File: src/rtl/crd_pkg.sv
package crd_pkg;
  localparam logic [7:0] CMD_ENTER = 8'h5C;
  localparam logic [7:0] CMD_EXIT  = 8'h58;
  localparam int ONES_RUN = 32;
endpackage

File: src/rtl/crd_cmd_rx.sv
module crd_cmd_rx
  import crd_pkg::*;
(
  input  logic       clk,
  input  logic       rst_n,
  input  logic       cs_n,
  input  logic       sclk_rise,
  input  logic       din,
  output logic       byte_vld,
  output logic [7:0] byte_q,
  output logic       ifc_rst
);
  localparam int RUN_W = $clog2(ONES_RUN + 1);

  logic [2:0]       bit_pos;
  logic [RUN_W-1:0] ones;

  always_ff @(posedge clk or negedge rst_n) begin
    if (!rst_n) begin
      bit_pos  <= '0;
      byte_q   <= '0;
      ones     <= '0;
      byte_vld <= 1'b0;
      ifc_rst  <= 1'b0;
    end else begin
      byte_vld <= 1'b0;
      ifc_rst  <= 1'b0;
      if (cs_n) begin
        bit_pos <= '0;
      end else if (sclk_rise) begin
        byte_q  <= {byte_q[6:0], din};
        bit_pos <= bit_pos + 3'd1;
        if (bit_pos == 3'd7) byte_vld <= 1'b1;
        if (!din) begin
          ones <= '0;
        end else if (ones == RUN_W'(ONES_RUN - 1)) begin
          ones     <= '0;
          ifc_rst  <= 1'b1;
          bit_pos  <= '0;
          byte_vld <= 1'b0;
        end else begin
          ones <= ones + 1'b1;
        end
      end
    end
  end

  assert_byte_aligned_R1: assert property (@(posedge clk) disable iff (!rst_n)
    byte_vld |-> (bit_pos == 3'd0));
  assert_reset_single_R8: assert property (@(posedge clk) disable iff (!rst_n)
    ifc_rst |=> !ifc_rst);
endmodule

File: src/rtl/crd_word_tx.sv
module crd_word_tx #(
  parameter int DATA_W = 24
) (
  input  logic              clk,
  input  logic              rst_n,
  input  logic              mode,
  input  logic              cs_n,
  input  logic              sclk_rise,
  input  logic              sclk_fall,
  input  logic              conv_valid,
  input  logic [DATA_W-1:0] conv_data,
  output logic              dout,
  output logic              pending
);
  localparam int CW = $clog2(DATA_W + 1);

  logic [DATA_W-1:0] word;
  logic [CW-1:0]     pos;
  logic              cur_bit;

  always_ff @(posedge clk or negedge rst_n) begin
    if (!rst_n) begin
      word    <= '0;
      pos     <= '0;
      pending <= 1'b0;
    end else if (!mode) begin
      pos     <= '0;
      pending <= 1'b0;
    end else if (conv_valid) begin
      word    <= conv_data;
      pos     <= '0;
      pending <= 1'b1;
    end else if (cs_n) begin
      pos <= '0;
    end else if (pending && sclk_fall && pos != CW'(DATA_W)) begin
      pos <= pos + 1'b1;
    end else if (pending && sclk_rise && pos == CW'(DATA_W)) begin
      pos     <= '0;
      pending <= 1'b0;
    end
  end

  // pos == 0 selects nothing, so a pending word shows ready (low)
  always_comb begin
    cur_bit = 1'b0;
    for (int i = 0; i < DATA_W; i++)
      if (int'(pos) == DATA_W - i) cur_bit = word[i];
  end

  assign dout = pending ? cur_bit : 1'b1;

  assert_pos_bound_R3: assert property (@(posedge clk) disable iff (!rst_n)
    pos <= CW'(DATA_W));
  assert_replace_R5: assert property (@(posedge clk) disable iff (!rst_n)
    (mode && conv_valid) |=> (pending && pos == '0));
  assert_mode_off_R11: assert property (@(posedge clk) disable iff (!rst_n)
    !mode |=> !pending);
endmodule

File: src/rtl/crd_hold_timer.sv
module crd_hold_timer #(
  parameter int HOLD_CYC = 50000
) (
  input  logic clk,
  input  logic rst_n,
  input  logic restart,
  output logic busy
);
  localparam int CW = $clog2(HOLD_CYC + 2);

  logic [CW-1:0] left;

  always_ff @(posedge clk or negedge rst_n) begin
    if (!rst_n)             left <= CW'(HOLD_CYC);
    else if (restart)       left <= CW'(HOLD_CYC);
    else if (left != '0)    left <= left - 1'b1;
  end

  assign busy = (left != '0);

  generate
    if (HOLD_CYC > 0) begin : g_chk
      assert_hold_start_R9: assert property (@(posedge clk) disable iff (!rst_n)
        restart |=> busy);
    end
  endgenerate
endmodule

File: src/rtl/crd_serial_port.sv
module crd_serial_port
  import crd_pkg::*;
#(
  parameter int DATA_W   = 24,
  parameter int HOLD_CYC = 50000
) (
  input  logic              clk,
  input  logic              rst_n,
  input  logic              cs_n,
  input  logic              sclk,
  input  logic              din,
  input  logic              conv_valid,
  input  logic [DATA_W-1:0] conv_data,
  output logic              dout,
  output logic              dout_oe,
  output logic              cread_on,
  output logic              ifc_reset
);
  logic       sclk_q;
  logic       sclk_rise, sclk_fall;
  logic       byte_vld, ifc_rst, busy, pending;
  logic [7:0] rx_byte;

  always_ff @(posedge clk or negedge rst_n) begin
    if (!rst_n) sclk_q <= 1'b1;
    else        sclk_q <= sclk;
  end

  assign sclk_rise = sclk & ~sclk_q;
  assign sclk_fall = ~sclk & sclk_q;

  crd_cmd_rx u_rx (
    .clk(clk), .rst_n(rst_n), .cs_n(cs_n), .sclk_rise(sclk_rise), .din(din),
    .byte_vld(byte_vld), .byte_q(rx_byte), .ifc_rst(ifc_rst)
  );

  crd_hold_timer #(.HOLD_CYC(HOLD_CYC)) u_hold (
    .clk(clk), .rst_n(rst_n), .restart(ifc_rst), .busy(busy)
  );

  crd_word_tx #(.DATA_W(DATA_W)) u_tx (
    .clk(clk), .rst_n(rst_n), .mode(cread_on), .cs_n(cs_n),
    .sclk_rise(sclk_rise), .sclk_fall(sclk_fall),
    .conv_valid(conv_valid), .conv_data(conv_data),
    .dout(dout), .pending(pending)
  );

  always_ff @(posedge clk or negedge rst_n) begin
    if (!rst_n) begin
      cread_on <= 1'b0;
    end else if (ifc_rst) begin
      cread_on <= 1'b0;
    end else if (byte_vld && !busy) begin
      if (!cread_on && rx_byte == CMD_ENTER)
        cread_on <= 1'b1;
      else if (cread_on && rx_byte == CMD_EXIT && pending)
        cread_on <= 1'b0;
    end
  end

  assign dout_oe   = ~cs_n;
  assign ifc_reset = ifc_rst;

  assert_enter_cmd_R1: assert property (@(posedge clk) disable iff (!rst_n)
    $rose(cread_on) |-> $past(byte_vld && rx_byte == CMD_ENTER));
  assert_exit_cond_R6: assert property (@(posedge clk) disable iff (!rst_n)
    $fell(cread_on) |-> $past(ifc_rst || (rx_byte == CMD_EXIT && pending)));
  assert_hold_block_R9: assert property (@(posedge clk) disable iff (!rst_n)
    (busy && byte_vld && !ifc_rst) |=> $stable(cread_on));
  assert_reset_clears_R8: assert property (@(posedge clk) disable iff (!rst_n)
    ifc_rst |=> !cread_on);
endmodule

File: config.mk
export PLATFORM = sky130hd
export DESIGN_NAME = crd_serial_port
export DESIGN_NICKNAME = d
export VERILOG_FILES = /design/src/rtl/crd_pkg.sv /design/src/rtl/crd_cmd_rx.sv /design/src/rtl/crd_word_tx.sv /design/src/rtl/crd_hold_timer.sv /design/src/rtl/crd_serial_port.sv
export SDC_FILE = /design/constraint.sdc
export NUM_CORES = 1
export LEC_CHECK = 0
export ABC_CLOCK_PERIOD_IN_PS = 2400
export BUFFER_PORTS_ARGS = -buffer_cell sky130_fd_sc_hd__buf_2
export CAP_MARGIN = 20
export CORE_MARGIN = 2
export CORE_UTILIZATION = 35
export DETAILED_ROUTE_END_ITERATION = 16
export GPL_TIMING_DRIVEN = 0
export HOLD_SLACK_MARGIN = 0.12
export PLACE_DENSITY = 0.62
export SLEW_MARGIN = 10
export SYNTH_ARGS = -nofsm -noshare
export SYNTH_HDL_FRONTEND = slang
export SYNTH_HIERARCHICAL = 1
export SYNTH_SLANG_ARGS = --single-unit
File: constraint.sdc
create_clock -name clk -period 2.4 [get_ports clk]
set_clock_uncertainty 0.05 [all_clocks]
set_input_delay 0.24 -clock clk [delete_from_list [all_inputs] [get_ports clk]]
set_output_delay 0.24 -clock clk [all_outputs]
set_load 0.02 [all_outputs]
==> flow_metrics.env <==
export IMPL_status="complete, but fails checks"
export IMPL_violations="setup timing"
export IMPL_tightestPinTransition_ps=668.3
export IMPL_synth_edf_count=0
export IMPL_critPathLaunchType="flip-flop"
export IMPL_start_util=0.3548
export IMPL_power_leakage_nw=2.094
export IMPL_drtPass1Iterations=4
export IMPL_drc=0
export IMPL_ant_nets=0
export IMPL_whs_path_depth=2
export IMPL_r2r_slack_ps=240
export IMPL_final_setup_tns_ps=-265.7
export IMPL_holdCritPathClass="input pin to flip-flop"
export IMPL_critical_path_top_delay_family="flip-flops"
export IMPL_drv_cap=0
export IMPL_critPathKind="flip-flop to output pin"
export IMPL_cts_buffers=9
export IMPL_clock_sinks=67
export IMPL_dpl_cell_area_um2=3958
export IMPL_max_stage_delay_ps=470
export IMPL_clk_pin_slew_ps=70
export IMPL_finalPower_mw=3.041
export IMPL_rows=37
export IMPL_fillCellCount=938
export IMPL_hold_violations=0
export IMPL_syn_inst=348
export IMPL_slowest_stage="dfrtp_2"
export IMPL_finalSetupViolCount=1
export IMPL_design_portCount=34
export IMPL_syn_nets=387
export IMPL_fin_ws_ps=-265.7
export IMPL_num_antenna_cells=0
export IMPL_crit_top_cell="buf_4"
export IMPL_drt_initial_drc_count=213
export IMPL_rr_endpoint="u_tx/pos[3]"
export IMPL_port_buffers=32
export IMPL_cp_max_fo=6
export IMPL_pwr_density_cell_nw_per_um2=658.0
export IMPL_drt_total_wl_mm=7.903
export IMPL_die_height_um=105.4
export IMPL_core_area_um2=10140
export IMPL_period_share=1.111
export IMPL_grt_total_usage=0.1481
export IMPL_drive_gt1_frac=0.3151
export IMPL_yosys_warnings=6
export IMPL_yosysUniqueCellTypes=74
export IMPL_grt_max_degree=53
export IMPL_cts_tree="done"
export IMPL_syn_area_um2=3597
export IMPL_clockBufferDepth=2
export IMPL_finalInstanceArea_um2=4622
export IMPL_hold_path_endpoint="u_rx/bit_pos[0]"
export IMPL_crit_chain="ha_2, buf_6, buf_4, a221oi_4, o21ai_1, or4_1, o21ai_2, a21oi_2, buf_4"
export IMPL_vias_per_cell=5.092
export IMPL_dp_hpwl_mm=5.341
export IMPL_antenna_found_initial=0
export IMPL_num_vias=2923
export IMPL_ir_drop_uv=396.7
export IMPL_worstSetupEndpointType="output pin"
export IMPL_max_clock_freq_mhz=375.1
export IMPL_rsz0062_at_grt="yes"
export IMPL_seq_area_frac_synth=0.4685
export IMPL_worstPathBufferInverterCount=3
export IMPL_slew_headroom=0.5535
export IMPL_hold_start="cs_n"
export IMPL_layout_nets=472
export IMPL_grt_pass1_vias=2891
export IMPL_syn_avg_cell_area_um2=10.34
export IMPL_cp_required_ps=2110
export IMPL_die_width_um=105.4
export IMPL_htree_num_levels=3
export IMPL_grt_pass1_wl_mm=13.34
export IMPL_gr_total_overflow=0
export IMPL_globalplace_congestion=0.8664
export IMPL_hold_ws_ps=145.1
export IMPL_rr_worst_depth=10
export IMPL_arrival_ps=2380
export IMPL_async_flop_share=1.000
export IMPL_root_buffer="clkbuf_8"
export IMPL_design_die_area_um2=11100
export IMPL_finalMaxSlewViolations=0
export IMPL_syn_to_final_growth_pct=28.49
export IMPL_r2r_start="u_tx/pos[1]"
export IMPL_ys_flop_type="dfrtp_1"
export IMPL_synth_seq_cells=67
export IMPL_wl_per_cell_um=13.77
export IMPL_finalCriticalPeriod_ps=2666
export IMPL_clk_latency_ps=340
==> flip-flops by register name, summed over array words and instances, names as in the netlist, 3 cells and up <==
| register | flops |
|---|---|
| u_hold/left | 16 |
| u_rx/ones | 6 |
| u_tx/word | 24 |
| u_tx/pos | 5 |
| u_rx/bit_pos | 3 |
| u_rx/byte_q | 8 |
==> logic make-up after synthesis <==
family / count (synthesis) / synth area share
and+or+nand+nor: 144 / 0.2383
AOI/OAI and AO/OA: 72 / 0.1364
buffers and inverters: 26 / 0.03374
adders and majority gates: 9 / 0.03130
xor gates and xnor gates: 1 / 0.002435
muxes: 29 / 0.08939
DFF: 67 / 0.4685
==> stage by stage <==
step                      setup slack (ps)  cells  utilization
final                               -265.7    574       0.4559
after global routing                -336.7    574       0.4559
after CTS                           -254.9    569       0.4474
after detailed placement            -128.1    517       0.3903
after global placement              -74.79    516       0.3874
after floorplan                      145.5    348            -
==> cell usage after synthesis, types with 8 or more instances <==
master,instances,area share
nor3_1,8,0.011
a21oi_1,13,0.018
inv_1,13,0.014
ha_1,9,0.031
mux2_2,24,0.075
nand2_1,51,0.053
o211ai_1,8,0.017
o21ai_0,17,0.024
or4_1,10,0.021
dfrtp_1,60,0.42
nor2b_1,11,0.019
nor2_1,8,0.0083
nand3_1,9,0.013
==> layout make-up <==
class	count	area [µm²]	share of cell area
multi-input cells	255	1884	0.4077
flip-flops and latches	67	1688	0.3652
repair buffers	75	580.6	0.1256
well taps	136	170.2	0.03682
clock buffers	14	162.7	0.03519
inverters	15	66.31	0.01435
plain buffers	10	60.06	0.01299
clock inverters	2	10.01	0.002166
==> where the power goes <==
part	switching (mW)	total, mW	internal (mW)
logic	0.328	0.650	0.322
clock network	0.417	0.847	0.430
registers	0.208	1.54	1.34
total	0.953	3.04	2.09
==> per-layer routing <==
layer / share of wire / routed length [µm] / global-route usage / up-vias
met1: 0.50 / 3913 / 0.2080 / 1422
met5: 0 / 0 / 0 / -
met2: 0.45 / 3585 / 0.2253 / 49
met4: 0.017 / 134 / 0.06095 / 0
li1: - / - / - / 1441
met3: 0.034 / 270 / 0.02659 / 11
==> repair_timing <==
item / in CTS / in global routing
setup buffers: 11 / 5
endpoints found under the hold margin: 89 / 0
setup endpoints to repair: 1 / 1
hold buffers: 26 / 0
pin swaps: 10 / 4
resized for setup: 25 / 10
==> worst max path at each step <==
stage                     cells past startpoint  slack (ps)    to         from
final                                         9        -270  dout  u_tx/pos[0]
after global placement                        9         -70  dout  u_tx/pos[0]
after global routing                         10        -340  dout  u_tx/pos[1]
after detailed placement                      9        -130  dout  u_tx/pos[0]
after CTS                                     9        -250  dout  u_tx/pos[0]
after floorplan                               8         150  dout  u_tx/pos[0]
==> cell usage in the layout (no fill, tap or decap), types with 3 or more instances in the layout <==
| master | count |
|---|---|
| nor3_1 | 8 |
| nor3b_1 | 3 |
| inv_1 | 10 |
| buf_6 | 4 |
| mux2i_1 | 4 |
| dfstp_2 | 7 |
| nand2_1 | 48 |
| ha_4 | 3 |
| mux2_2 | 24 |
| ha_1 | 4 |
| nand2_2 | 4 |
| o21ai_1 | 5 |
| dlygate4sd3_1 | 26 |
| buf_4 | 17 |
| buf_2 | 33 |
| nand3_1 | 8 |
| o31ai_1 | 5 |
| nand2b_1 | 6 |
| nor2b_1 | 11 |
| a211o_1 | 4 |
| o211ai_1 | 8 |
| nand4_1 | 3 |
| nor2_1 | 8 |
| or4_1 | 10 |
| nor4_1 | 3 |
| clkbuf_8 | 11 |
| a21oi_1 | 13 |
| nand4b_1 | 3 |
| clkbuf_1 | 6 |
| dfrtp_1 | 58 |
| o21ai_0 | 15 |
Note: power is estimated with default switching activity, not from simulation.
